**src/rtl/pp_tap_pkg.sv**
```systemverilog
package pp_tap_pkg;
  localparam int DIGIT_W = 3;
  localparam int BANKS   = 2;

  typedef enum logic {
    FILL_IDLE = 1'b0,
    FILL_RUN  = 1'b1
  } fill_state_e;

  function automatic int digits_for(input int width);
    return (width + DIGIT_W - 1) / DIGIT_W;
  endfunction
endpackage

```
**src/rtl/pp_table_filler.sv**
```systemverilog
module pp_table_filler
  import pp_tap_pkg::*;
#(
  parameter int COEF_W = 12,
  parameter int ENT_W  = COEF_W + DIGIT_W + 1,
  parameter int ADDR_W = DIGIT_W + 1
) (
  input  logic                     clk,
  input  logic                     rst,
  input  logic                     load_req,
  input  logic signed [COEF_W-1:0] coef_in,
  output logic                     wr_en,
  output logic                     wr_bank,
  output logic [ADDR_W-1:0]        wr_addr,
  output logic signed [ENT_W-1:0]  wr_data,
  output logic                     read_bank,
  output logic                     busy
);
  localparam int ENTRIES = 2 ** ADDR_W;
  localparam int MULT_W  = DIGIT_W + 2;

  fill_state_e               state;
  logic [ADDR_W-1:0]         idx;
  logic signed [COEF_W-1:0]  coef_r;
  logic                      bank_r;

  logic [DIGIT_W-1:0]        digit;
  logic                      sign_ctl;
  logic signed [MULT_W-1:0]  mult_k;
  logic signed [ENT_W-1:0]   coef_x;
  logic signed [ENT_W-1:0]   mult_x;

  // multiple selected by the entry address: negative weights for the sign digit
  always_comb begin
    digit    = idx[DIGIT_W-1:0];
    sign_ctl = idx[ADDR_W-1];
    if (sign_ctl && digit[DIGIT_W-1])
      mult_k = {2'b11, digit};
    else
      mult_k = {2'b00, digit};
    coef_x = ENT_W'(coef_r);
    mult_x = ENT_W'(mult_k);
  end

  always_ff @(posedge clk) begin
    if (rst) begin
      state  <= FILL_IDLE;
      idx    <= '0;
      coef_r <= '0;
      bank_r <= 1'b0;
    end else begin
      case (state)
        FILL_IDLE: begin
          if (load_req) begin
            coef_r <= coef_in;
            idx    <= '0;
            state  <= FILL_RUN;
          end
        end
        FILL_RUN: begin
          if (idx == ADDR_W'(ENTRIES - 1)) begin
            state  <= FILL_IDLE;
            bank_r <= ~bank_r;
          end else begin
            idx <= idx + 1'b1;
          end
        end
        default: state <= FILL_IDLE;
      endcase
    end
  end

  assign wr_en     = (state == FILL_RUN);
  assign wr_bank   = ~bank_r;
  assign wr_addr   = idx;
  assign wr_data   = coef_x * mult_x;
  assign read_bank = bank_r;
  assign busy      = (state == FILL_RUN);
endmodule

```
**src/rtl/pp_bank_store.sv**
```systemverilog
module pp_bank_store
  import pp_tap_pkg::*;
#(
  parameter int ENT_W  = 16,
  parameter int ADDR_W = DIGIT_W + 1
) (
  input  logic                    clk,
  input  logic                    wr_en,
  input  logic                    wr_bank,
  input  logic [ADDR_W-1:0]       wr_addr,
  input  logic signed [ENT_W-1:0] wr_data,
  input  logic                    rd_en,
  input  logic                    rd_bank,
  input  logic [ADDR_W-1:0]       rd_addr,
  output logic signed [ENT_W-1:0] rd_data
);
  localparam int ENTRIES = 2 ** ADDR_W;

  logic signed [ENT_W-1:0] q_arr [BANKS];
  logic                    rd_bank_r;

  // one simple dual-port memory per bank, registered read
  for (genvar b = 0; b < BANKS; b++) begin : g_bank
    logic signed [ENT_W-1:0] mem [ENTRIES];

    always_ff @(posedge clk) begin
      if (wr_en && (wr_bank == 1'(b)))
        mem[wr_addr] <= wr_data;
      if (rd_en)
        q_arr[b] <= mem[rd_addr];
    end
  end

  always_ff @(posedge clk) begin
    if (rd_en)
      rd_bank_r <= rd_bank;
  end

  assign rd_data = q_arr[rd_bank_r];
endmodule

```
**src/rtl/digit_serial_mac.sv**
```systemverilog
module digit_serial_mac
  import pp_tap_pkg::*;
#(
  parameter int DATA_W = 12,
  parameter int ENT_W  = 16,
  parameter int PROD_W = 24
) (
  input  logic                        clk,
  input  logic                        rst,
  input  logic                        start,
  input  logic signed [DATA_W-1:0]    data_in,
  input  logic                        bank_in,
  output logic                        rd_en,
  output logic                        rd_bank,
  output logic [DIGIT_W:0]            rd_addr,
  input  logic signed [ENT_W-1:0]     rd_data,
  output logic signed [PROD_W-1:0]    product,
  output logic                        done,
  output logic                        active,
  output logic                        cur_bank
);
  localparam int NDIG   = digits_for(DATA_W);
  localparam int EXT_W  = NDIG * DIGIT_W;
  localparam int CNT_W  = $clog2(NDIG + 1);
  localparam int ACC_W  = ENT_W + 1;
  localparam int LOW_W  = EXT_W;
  localparam int FULL_W = ACC_W + LOW_W;

  logic                     issuing;
  logic [CNT_W-1:0]         dig_cnt;
  logic [EXT_W-1:0]         sreg;
  logic                     bank_r;
  logic                     qv;
  logic                     qlast;
  logic signed [ACC_W-1:0]  acc;
  logic [LOW_W-1:0]         low_r;
  logic signed [PROD_W-1:0] product_r;
  logic                     done_r;

  logic                     idle;
  logic                     accept;
  logic                     top_dig;
  logic signed [ACC_W-1:0]  sum;
  logic signed [ACC_W-1:0]  sum_sh;
  logic [LOW_W-1:0]         low_nx;
  logic [FULL_W-1:0]        full;

  assign idle    = !issuing && !qv;
  assign accept  = start && idle;
  assign top_dig = (dig_cnt == CNT_W'(NDIG - 1));

  assign rd_en   = issuing;
  assign rd_bank = bank_r;
  assign rd_addr = {top_dig, sreg[DIGIT_W-1:0]};

  // add the new partial product, retire its three lowest bits
  always_comb begin
    sum    = acc + ACC_W'(rd_data);
    sum_sh = sum >>> DIGIT_W;
    low_nx = {sum[DIGIT_W-1:0], low_r[LOW_W-1:DIGIT_W]};
    full   = {sum_sh, low_nx};
  end

  always_ff @(posedge clk) begin
    if (rst) begin
      issuing   <= 1'b0;
      dig_cnt   <= '0;
      sreg      <= '0;
      bank_r    <= 1'b0;
      qv        <= 1'b0;
      qlast     <= 1'b0;
      acc       <= '0;
      low_r     <= '0;
      product_r <= '0;
      done_r    <= 1'b0;
    end else begin
      done_r <= 1'b0;
      qv     <= issuing;
      qlast  <= issuing && top_dig;
      if (accept) begin
        issuing <= 1'b1;
        dig_cnt <= '0;
        sreg    <= EXT_W'(data_in);
        bank_r  <= bank_in;
        acc     <= '0;
        low_r   <= '0;
      end else if (issuing) begin
        sreg    <= sreg >> DIGIT_W;
        dig_cnt <= dig_cnt + 1'b1;
        if (top_dig)
          issuing <= 1'b0;
      end
      if (qv) begin
        acc   <= sum_sh;
        low_r <= low_nx;
        if (qlast) begin
          product_r <= full[PROD_W-1:0];
          done_r    <= 1'b1;
        end
      end
    end
  end

  assign product  = product_r;
  assign done     = done_r;
  assign active   = !idle;
  assign cur_bank = bank_r;
endmodule

```
**src/rtl/pp_mult_tap.sv**
```systemverilog
module pp_mult_tap
  import pp_tap_pkg::*;
#(
  parameter int DATA_W = 12,
  parameter int COEF_W = 12,
  parameter int PROD_W = 24
) (
  input  logic                     clk,
  input  logic                     rst,
  input  logic signed [COEF_W-1:0] coef_in,
  input  logic                     coef_load,
  input  logic                     mul_start,
  input  logic signed [DATA_W-1:0] data_in,
  output logic signed [PROD_W-1:0] product,
  output logic                     mul_done,
  output logic                     read_bank,
  output logic                     reload_busy
);
  localparam int ADDR_W = DIGIT_W + 1;
  localparam int ENT_W  = COEF_W + DIGIT_W + 1;

  logic                    wr_en;
  logic                    wr_bank;
  logic [ADDR_W-1:0]       wr_addr;
  logic signed [ENT_W-1:0] wr_data;
  logic                    rd_en;
  logic                    rd_bank;
  logic [ADDR_W-1:0]       rd_addr;
  logic signed [ENT_W-1:0] rd_data;
  logic                    eng_active;
  logic                    eng_bank;
  logic                    load_ok;
  logic                    bank_now;

  // a load may not overwrite the table an in-flight multiply still reads
  assign load_ok = coef_load && !(eng_active && (eng_bank == ~bank_now));

  pp_table_filler #(
    .COEF_W(COEF_W), .ENT_W(ENT_W), .ADDR_W(ADDR_W)
  ) u_filler (
    .clk(clk), .rst(rst), .load_req(load_ok), .coef_in(coef_in),
    .wr_en(wr_en), .wr_bank(wr_bank), .wr_addr(wr_addr), .wr_data(wr_data),
    .read_bank(bank_now), .busy(reload_busy)
  );

  pp_bank_store #(
    .ENT_W(ENT_W), .ADDR_W(ADDR_W)
  ) u_store (
    .clk(clk), .wr_en(wr_en), .wr_bank(wr_bank), .wr_addr(wr_addr),
    .wr_data(wr_data), .rd_en(rd_en), .rd_bank(rd_bank), .rd_addr(rd_addr),
    .rd_data(rd_data)
  );

  digit_serial_mac #(
    .DATA_W(DATA_W), .ENT_W(ENT_W), .PROD_W(PROD_W)
  ) u_mac (
    .clk(clk), .rst(rst), .start(mul_start), .data_in(data_in),
    .bank_in(bank_now), .rd_en(rd_en), .rd_bank(rd_bank), .rd_addr(rd_addr),
    .rd_data(rd_data), .product(product), .done(mul_done),
    .active(eng_active), .cur_bank(eng_bank)
  );

  assign read_bank = bank_now;
endmodule

```
**config.mk**
```make
export PLATFORM = sky130hd
export DESIGN_NAME = pp_mult_tap
export DESIGN_NICKNAME = d
export VERILOG_FILES = /design/src/rtl/pp_tap_pkg.sv /design/src/rtl/pp_table_filler.sv /design/src/rtl/pp_bank_store.sv /design/src/rtl/digit_serial_mac.sv /design/src/rtl/pp_mult_tap.sv
export SDC_FILE = /design/constraint.sdc
export NUM_CORES = 1
export LEC_CHECK = 0
export ABC_CLOCK_PERIOD_IN_PS = 6200
export CAP_MARGIN = 30
export CELL_PAD_IN_SITES_DETAIL_PLACEMENT = 0
export CELL_PAD_IN_SITES_GLOBAL_PLACEMENT = 2
export CORE_MARGIN = 10
export CORE_UTILIZATION = 30
export DETAILED_ROUTE_END_ITERATION = 8
export DONT_BUFFER_PORTS = 1
export PLACE_DENSITY_LB_ADDON = 0.1
export SLEW_MARGIN = 20
export SYNTH_ARGS = -nofsm -noshare
export SYNTH_HDL_FRONTEND = slang
export SYNTH_SLANG_ARGS = --single-unit
```
**constraint.sdc**
```tcl
create_clock -name clk -period 6.2 [get_ports clk]
set_input_delay 0.62 -clock clk [delete_from_list [all_inputs] [get_ports clk]]
set_output_delay 0.62 -clock clk [all_outputs]
set_load 0.02 [all_outputs]
```
==> reports/results.txt, run 1 <==
status -> completed
Final Power -> 0.00913 W
CTS tree -> built
Clock Latency Late Sink -> 610 ps
Placed Instance Area -> 0.0282 mm2
Adder-Cell Fraction of Synth Area -> 0.0510
post-DR wirelength/cell -> 25.8 um
Synth Flop Type -> edfxtp_1
CP Max Fanout -> 32
HP Class -> input port to flop
post-synthesis mux area share -> 0.148
asr flop ratio synth -> 0
post-CTS sizing -> 0
vias in the first global route -> 14315
required time of the critical path -> 6580 ps
die span in y -> 317 um
Syn Inst Count -> 1504
Net Sw Frac -> 0.226
Buffers on Ports -> 0
Setup Buffers After CTS -> 0
Finished Core Util -> 0.345
Initial Util -> 0.301
final hold vios -> 0
Lkg Pwr -> 10.3 nW
DRC viols -> 0
DP HPWL -> 41800 um
Comb pwr share -> 0.059
first-pass GRT wire length -> 104000 um
number of buffers created by CTS -> 72
die width -> 317 um
Setup crit end kind -> flop
Pins Over Slew Limit -> 0
worst slew pin tran -> 874 ps
worst relative slew slack -> 0.417
Tmin final -> 4630 ps
peak supply drop -> 0.000192 V
Detail Route Antenna Nets -> 0
cell row count -> 109
post-synthesis sequential area ratio -> 0.681
fillers -> 8457
WL final -> 71500 um
unrepaired setup endpoints after global routing -> false
Final Skew -> 22.1 ps
final worst path period share -> 0.747
xor/xnor share of the synthesized area -> 0.00924
Netlist cell types -> 64
Finished Cell Area -> 0.0304 mm2
Syn Area/Cell -> 17.7 um2
startpoint types -> flop
hold_ws -> 80.0 ps
Post-Synth Simple-Gate Area -> 0.0526
GPL Wtd Cong -> 0.708
commonest non-fill, non-tap cell in the layout -> edfxtp_1
Seq pwr share -> 0.513
switching pwr -> 0.00207 W
crit path DAT -> 5010 ps
Cell Pwr Density -> 301 mW/mm2
Area growth, synth to finish -> 14.4%
DR vias/cell -> 4.84
Netlist Area Pre-Place -> 0.0265 mm2
CP Class -> flop to flop
CTS Buffer Depth -> 3
core area -> 0.0881 mm2
routed via count -> 13388
Syn Nets -> 1618
max_cap viols -> 0
DR pass1 iterations -> 5
nets@finish -> 1667
commonest non-fill, non-tap cells in the layout -> 545 x edfxtp_1, 160 x mux4_2, 82 x dfxtp_1
clock root buffer -> clkbuf_16
Pint -> 0.00707 W
EDFF count, synth -> 545
main combinational cell family by area after synthesis -> multiplexers
synth warn -> 0
clock-pin slew on the worst setup and hold paths -> 60 ps
Compound-Gate Fraction of Synth Area -> 0.0352
total track usage -> 0.141
Clk network pwr share -> 0.427
grt ovf -> 0
largest net degree at the start of global routing -> 77
hold-fix buffer count after cts -> 0
Seq cells post-synth -> 631
Sink Count -> 631
Sum Neg Setup Slack -> 0 ps
fraction of layout cells with a size suffix above 1 -> 0.224
Iter 0 DRT Violations -> 1056
initial antenna violation count -> 2
maximum clock rate -> 216 MHz
Final Setup Violations -> 0
Ports -> 55
Die ar. -> 0.101 mm2
H-tree levels -> 3
==> cells in the mapped netlist (all sizes together) (2+ instances only) <==
cell    number  area (um2)
o41ai        2        25.0
nand3        9        45.0
a21oi       68         348
inv         78         293
o21bai       3        22.5
a211oi       7        52.6
nand2b       7        43.8
nor2b        5        31.3
mux4       160        3600
edfxtp     545       16400
mux2i       14         140
a31oi        4        25.0
a21boi       2        15.0
buf         22         113
and3        27         169
xor2        10        87.6
o21ai       14        70.1
and2        62         388
a22o         7        61.3
o22ai        3        18.8
or2          2        12.5
fa          37         741
clkbuf      51         191
mux2        17         191
o211ai       3        27.5
nor3         9        45.0
and4b        2        20.0
dfxtp       86        1720
a21o         5        37.5
xnor2       18         158
o21a         3        22.5
nor4         2        12.5
a22oi        9        67.6
nor3b       10        75.1
ha          49         613
nor2        60         228
nand2       71         267
==> layout make-up <==
class                   instances  area (um2)  area share
flip-flops and latches        631       18100       0.596
clock inverters                28         185     0.00610
clock buffers                  93        1930      0.0634
inverters                      78         293     0.00964
diodes                          2        5.00    0.000165
multi-input cells             722        7970       0.262
repair buffers                 48         435      0.0143
well taps                    1165        1460      0.0480
==> routing by layer <==
metal	track usage	vias up	part of all wire
li1	-	5940	-
met5	0	-	0
met4	0.0302	0	0.017
met2	0.235	210	0.49
met3	0.0214	86	0.032
met1	0.191	7152	0.46
==> logic make-up (layout without fill, tap and decap cells) <==
group | Yosys count | count (layout)
multiplexers | 191 | 191
AO/OA/AOI/OAI | 144 | 144
flip-flops | 631 | 631
buffers and inverters | 151 | 247
XOR/XNOR | 28 | 28
other | 0 | 2
AND/OR/NAND/NOR | 273 | 273
adder cells (fa/ha/maj) | 86 | 86
==> critical path, stage by stage (launching register included) <==
cell     delay (ps)
dfxtp_1         320
nand2_1         290
or2_2           400
fa_1            360
inv_1            80
fa_1            430
fa_1            450
ha_1            350
nor2b_1         180
o31ai_2         370
a21oi_2         140
a311o_1         380
a21oi_2         180
xnor2_2         120
buf_4           330
==> flip-flops by register name, indices dropped and copies added (netlist names), 3 cells and up, named ones only <==
name                count
u_filler.coef_r        12
u_filler.wr_addr        4
u_mac.acc              14
u_mac.dig_cnt           3
u_mac.low_r             9
u_mac.product          24
u_mac.sreg             12
u_store.g_bank.mem    512
u_store.q_arr          32
==> power by group through the flow <==
stage | logic [W] | registers (W) | clock network, W
2_1_floorplan | 0.000399 | 0.00475 | 0
3_3_place_gp | 0.000558 | 0.00478 | 0
3_5_place_dp | 0.000558 | 0.00478 | 0
4_1_cts | 0.000559 | 0.00469 | 0.00404
5_1_grt | 0.000597 | 0.00470 | 0.00420
6_report | 0.000542 | 0.00469 | 0.00390
==> stage by stage <==
stage                     setup WS (ps)  instances
after floorplan                     984       1504
after global placement             1570       2639
after detailed placement           1480       2642
after CTS                          1470       2763
after global routing               1220       2765
final                              1570       2767
==> worst paths after layout <==
kind	endpoint	cells after the start	slack, ps	startpoint
setup / recovery	u_store.g_bank[1].mem[12][15]	14	1570	u_filler.wr_addr[2]
hold / removal	u_mac.product[6]	1	80	rst
setup reg to reg	u_store.g_bank[1].mem[12][15]	14	1570	u_filler.wr_addr[2]
hold reg to reg	u_mac.sreg[2]	2	450	u_mac.sreg[2]
(Power assumes the default switching activity.)
==> run 2, diff against run 1 <==
- ABC_AREA: not set -> 1
- ABC_CLOCK_PERIOD_IN_PS: 6200 -> 4800
- clock period: 6.2 -> 4.8 ns (I/O delays scaled with it)
==> run 2 against run 1 <==
Net effect:
- sequential share of layout area is 4.1 points lower
- sequential power is 30% higher
- via count rose by 31%
- clock skew rose by 12 ps
- wire length grew 19%
- core utilization is 0.51 points higher
- sequential cell count did not move
- die area increased by 5.6%
- count of clock-buffer cells in the layout up 5
- register-to-register slack lost 1200 ps
- global-route usage is 1.6 points higher
- design area increased by 7.3%
- highest routed layer unchanged
==> reports/results.txt, run 2 <==
Clock Latency Late Sink -> 650 ps (+40 ps)
GPL Wtd Cong -> 0.781 (+10%)
commonest non-fill, non-tap cells in the layout -> 545 x edfxtp_1, 315 x nand2_1, 235 x inv_1
hold path start -> coef_in[10]
wl on met1 -> 37800 um (+15%)
required time of the critical path -> 5210 ps (-1370 ps)
Die ar. -> 0.106 mm2 (+5.6%)
most common cell in the netlist -> edfxtp_1
Syn Nets -> 2479 (+53%)
worst r2r src -> u_filler.wr_addr[2]
Cell Pwr Density -> 395 mW/mm2 (+31%)
Tmin final -> 4400 ps (-231 ps)
core area -> 0.0932 mm2 (+5.8%)
Final Setup Violations -> 0 (unchanged)
Initial Util -> 0.302 (+0.000507)
Placed Instance Area -> 0.0298 mm2 (+5.7%)
WL final -> 84900 um (+19%)
Area growth, synth to finish -> 15.9%
Sum Neg Setup Slack -> 0 ps (unchanged)
grt ovf -> 0 (unchanged)
Netlist Area Pre-Place -> 0.0281 mm2 (+6.0%)
unrepaired setup endpoints after global routing -> false
largest net degree at the start of global routing -> 114 (+48%)
fraction of layout cells with a size suffix above 1 -> 0.122 (-0.102)
Buffers on Ports -> 0 (unchanged)
Final Skew -> 34.5 ps (+12.4 ps)
clock-pin slew on the worst setup and hold paths -> 60 ps (about the same)
first-pass GRT wire length -> 123000 um (+18%)
top-area cell type share of the netlist area -> 0.582 (-0.0346)
Finished Cell Area -> 0.0326 mm2 (+7.3%)
nets@finish -> 2521 (+51%)
Hold Path Sink -> u_filler.coef_r[10]
asr flop ratio synth -> 0 (unchanged)
worst slew pin tran -> 989 ps (+114 ps)
Syn Area/Cell -> 11.9 um2 (-33%)
DRC viols -> 0 (unchanged)
R2R Path End -> u_store.g_bank[1].mem[7][12]
most frequent cells after synthesis -> 545 x edfxtp_1, 316 x nand2_1, 235 x inv_1, 185 x a21oi_1, 131 x o211ai_1
Seq cells post-synth -> 631 (unchanged)
Lkg Pwr -> 11.8 nW (+14%)
crit path DAT -> 4810 ps (-200 ps)
DR pass1 iterations -> 5 (unchanged)
die width -> 326 um (+2.7%)
startpoint types -> flop
maximum clock rate -> 227 MHz (+5.2%)
total track usage -> 0.157 (+0.0162)
Setup crit end kind -> flop
Syn Inst Count -> 2365 (+57%)
DP HPWL -> 51300 um (+23%)
synth warn -> 0 (unchanged)
Sink Count -> 631 (unchanged)
DR vias/cell -> 4.70 (-2.9%)
routed via count -> 17509 (+31%)
die span in y -> 326 um (+2.7%)
post-synthesis sequential area ratio -> 0.643 (-0.0383)
final hold vios -> 0 (unchanged)
Reg2Reg Depth -> 15 (+1)
vias in the first global route -> 17721 (+24%)
max_cap viols -> 0 (unchanged)
largest cells by area after synthesis -> edfxtp_1 58%, dfxtp_1 6.1%, mux2i_1 4.6%
cell row count -> 112 (+2.8%)
worst relative slew slack -> 0.341 (-0.0761)
Buf/Inv on CP -> 2 (unchanged)
critical path's largest stage delay -> 510 ps (+60 ps)
Crit-path slowest cell -> fa_1
max layer used -> met4
max reg flops -> 512 (unchanged)
Reg2Reg Setup Slack -> 400 ps (-1170 ps)
Netlist cell types -> 36 (-44%)
HP Class -> input port to flop
final worst path period share -> 0.917 (+0.170)
post-DR wirelength/cell -> 22.8 um (-12%)
CP Class -> flop to flop
routed length on met2 -> 42600 um (+21%)
Synth Flop Type -> edfxtp_1
status -> completed
Pins Over Slew Limit -> 0 (unchanged)
crit-path cells -> buf_4 > nand2_1 > nor2_1 > fa_1 > fa_1 > fa_1 > ha_1 > a21oi_1 > nand2_1 > nand2_1 > nand3_2 > nand2_1 > nand2_1 > xor2_2 > buf_4
CP most frequent cell -> nand2_1
Final Power -> 0.0129 W (+41%)
Detail Route Antenna Nets -> 0 (unchanged)
Ports -> 55 (unchanged)
EDFF count, synth -> 545 (unchanged)
Worst Hold Depth -> 2 (+1)
Iter 0 DRT Violations -> 1118 (+5.9%)
initial antenna violation count -> 8 (+6)
Setup Buffers After CTS -> 0 (unchanged)
CP delay by family, top -> adder cells
number of buffers created by CTS -> 76 (+5.6%)
wire length on met3 -> 2890 um (+25%)
clock root buffer -> clkbuf_16
CP Max Fanout -> 32 (unchanged)
commonest non-fill, non-tap cell in the layout -> edfxtp_1
H-tree levels -> 3 (unchanged)
fillers -> 9190 (+8.7%)
CTS Buffer Depth -> 3 (unchanged)
Biggest register -> u_store.g_bank.mem
CTS tree -> built
area leader, netlist -> edfxtp_1
peak supply drop -> 0.000246 V (+28%)
run 2: cell types whose count changed after synthesis, sizes merged, moves of 117 or more:
cell    delta
a21oi    +117
inv      +171
mux4     -160
nand2    +245
o211ai   +128
o21ai    +171
run 2: metal layers:
metal | track usage | up-vias
li1 | - | 8392
met1 | 0.201 | 8774
met2 | 0.275 | 255
met3 | 0.0197 | 88
met4 | 0.0448 | 0
met5 | 0 | -
run 2: area by class of cell:
class	instances	area, um2	area share
clock buffers	98	2000	0.0615
diodes	2	5.00	0.000154
repair buffers	88	856	0.0263
multi-input cells	1302	8350	0.256
inverters	308	1230	0.0378
flip-flops and latches	631	18100	0.555
clock inverters	42	482	0.0148
well taps	1254	1570	0.0481
run 2: kinds of logic after synthesis:
family | Yosys count | share of synthesized area
adders and majority gates | 86 | 0.0481
and+or+nand+nor | 539 | 0.0777
xor gates and xnor gates | 20 | 0.00623
DFF | 631 | 0.643
AOI/OAI and AO/OA | 512 | 0.103
muxes | 144 | 0.0520
buffers and inverters | 433 | 0.0697
run 2: repair_timing:
action,in CTS,in global routing
hold buffers,21,0
hold endpoints to repair,59,0
setup endpoints to repair,0,84
gates resized for setup,0,4
run 2: worst reg2reg max path, stage by stage (launching register included):
cell,delay (ps)
dfxtp_1,340
buf_4,250
nand2_1,140
nor2_1,150
fa_1,450
fa_1,510
fa_1,410
ha_1,360
a21oi_1,140
nand2_1,140
nand2_1,110
nand3_2,330
nand2_1,240
nand2_1,110
xor2_2,150
buf_4,340
run 2: worst max-delay path by stage:
stage	start	endpoint	slack, ps	cells past startpoint
after floorplan	u_filler.wr_addr[2]	u_store.g_bank[0].mem[0][13]	40	15
after global placement	u_filler.wr_addr[3]	u_store.g_bank[0].mem[13][10]	300	13
after detailed placement	u_filler.wr_addr[2]	u_store.g_bank[0].mem[12][10]	230	13
after CTS	u_filler.wr_addr[2]	u_store.g_bank[0].mem[11][10]	210	13
after global routing	u_filler.wr_addr[3]	u_store.g_bank[1].mem[1][12]	70	16
final	u_filler.wr_addr[2]	u_store.g_bank[1].mem[7][12]	400	15
run 2: per-stage QoR:
stage | std cells | setup slack, ps | utilization | hold WS [ps]
after floorplan | 2365 | 40.3 | - | 428
after global placement | 3557 | 295 | 0.319 | 436
after detailed placement | 3560 | 230 | 0.320 | 442
after CTS | 3721 | 214 | 0.349 | 4.13
after global routing | 3723 | 67.9 | 0.350 | 25.8
final | 3725 | 398 | 0.350 | 38.9
run 2: report_power, final:
part | internal (W) | leakage (nW) | switching [W]
clock | 0.00332 | 1.20 | 0.00238
combinational | 0.000338 | 4.85 | 0.000732
sequential | 0.00604 | 5.77 | 0.0000674
total | 0.00969 | 11.8 | 0.00318
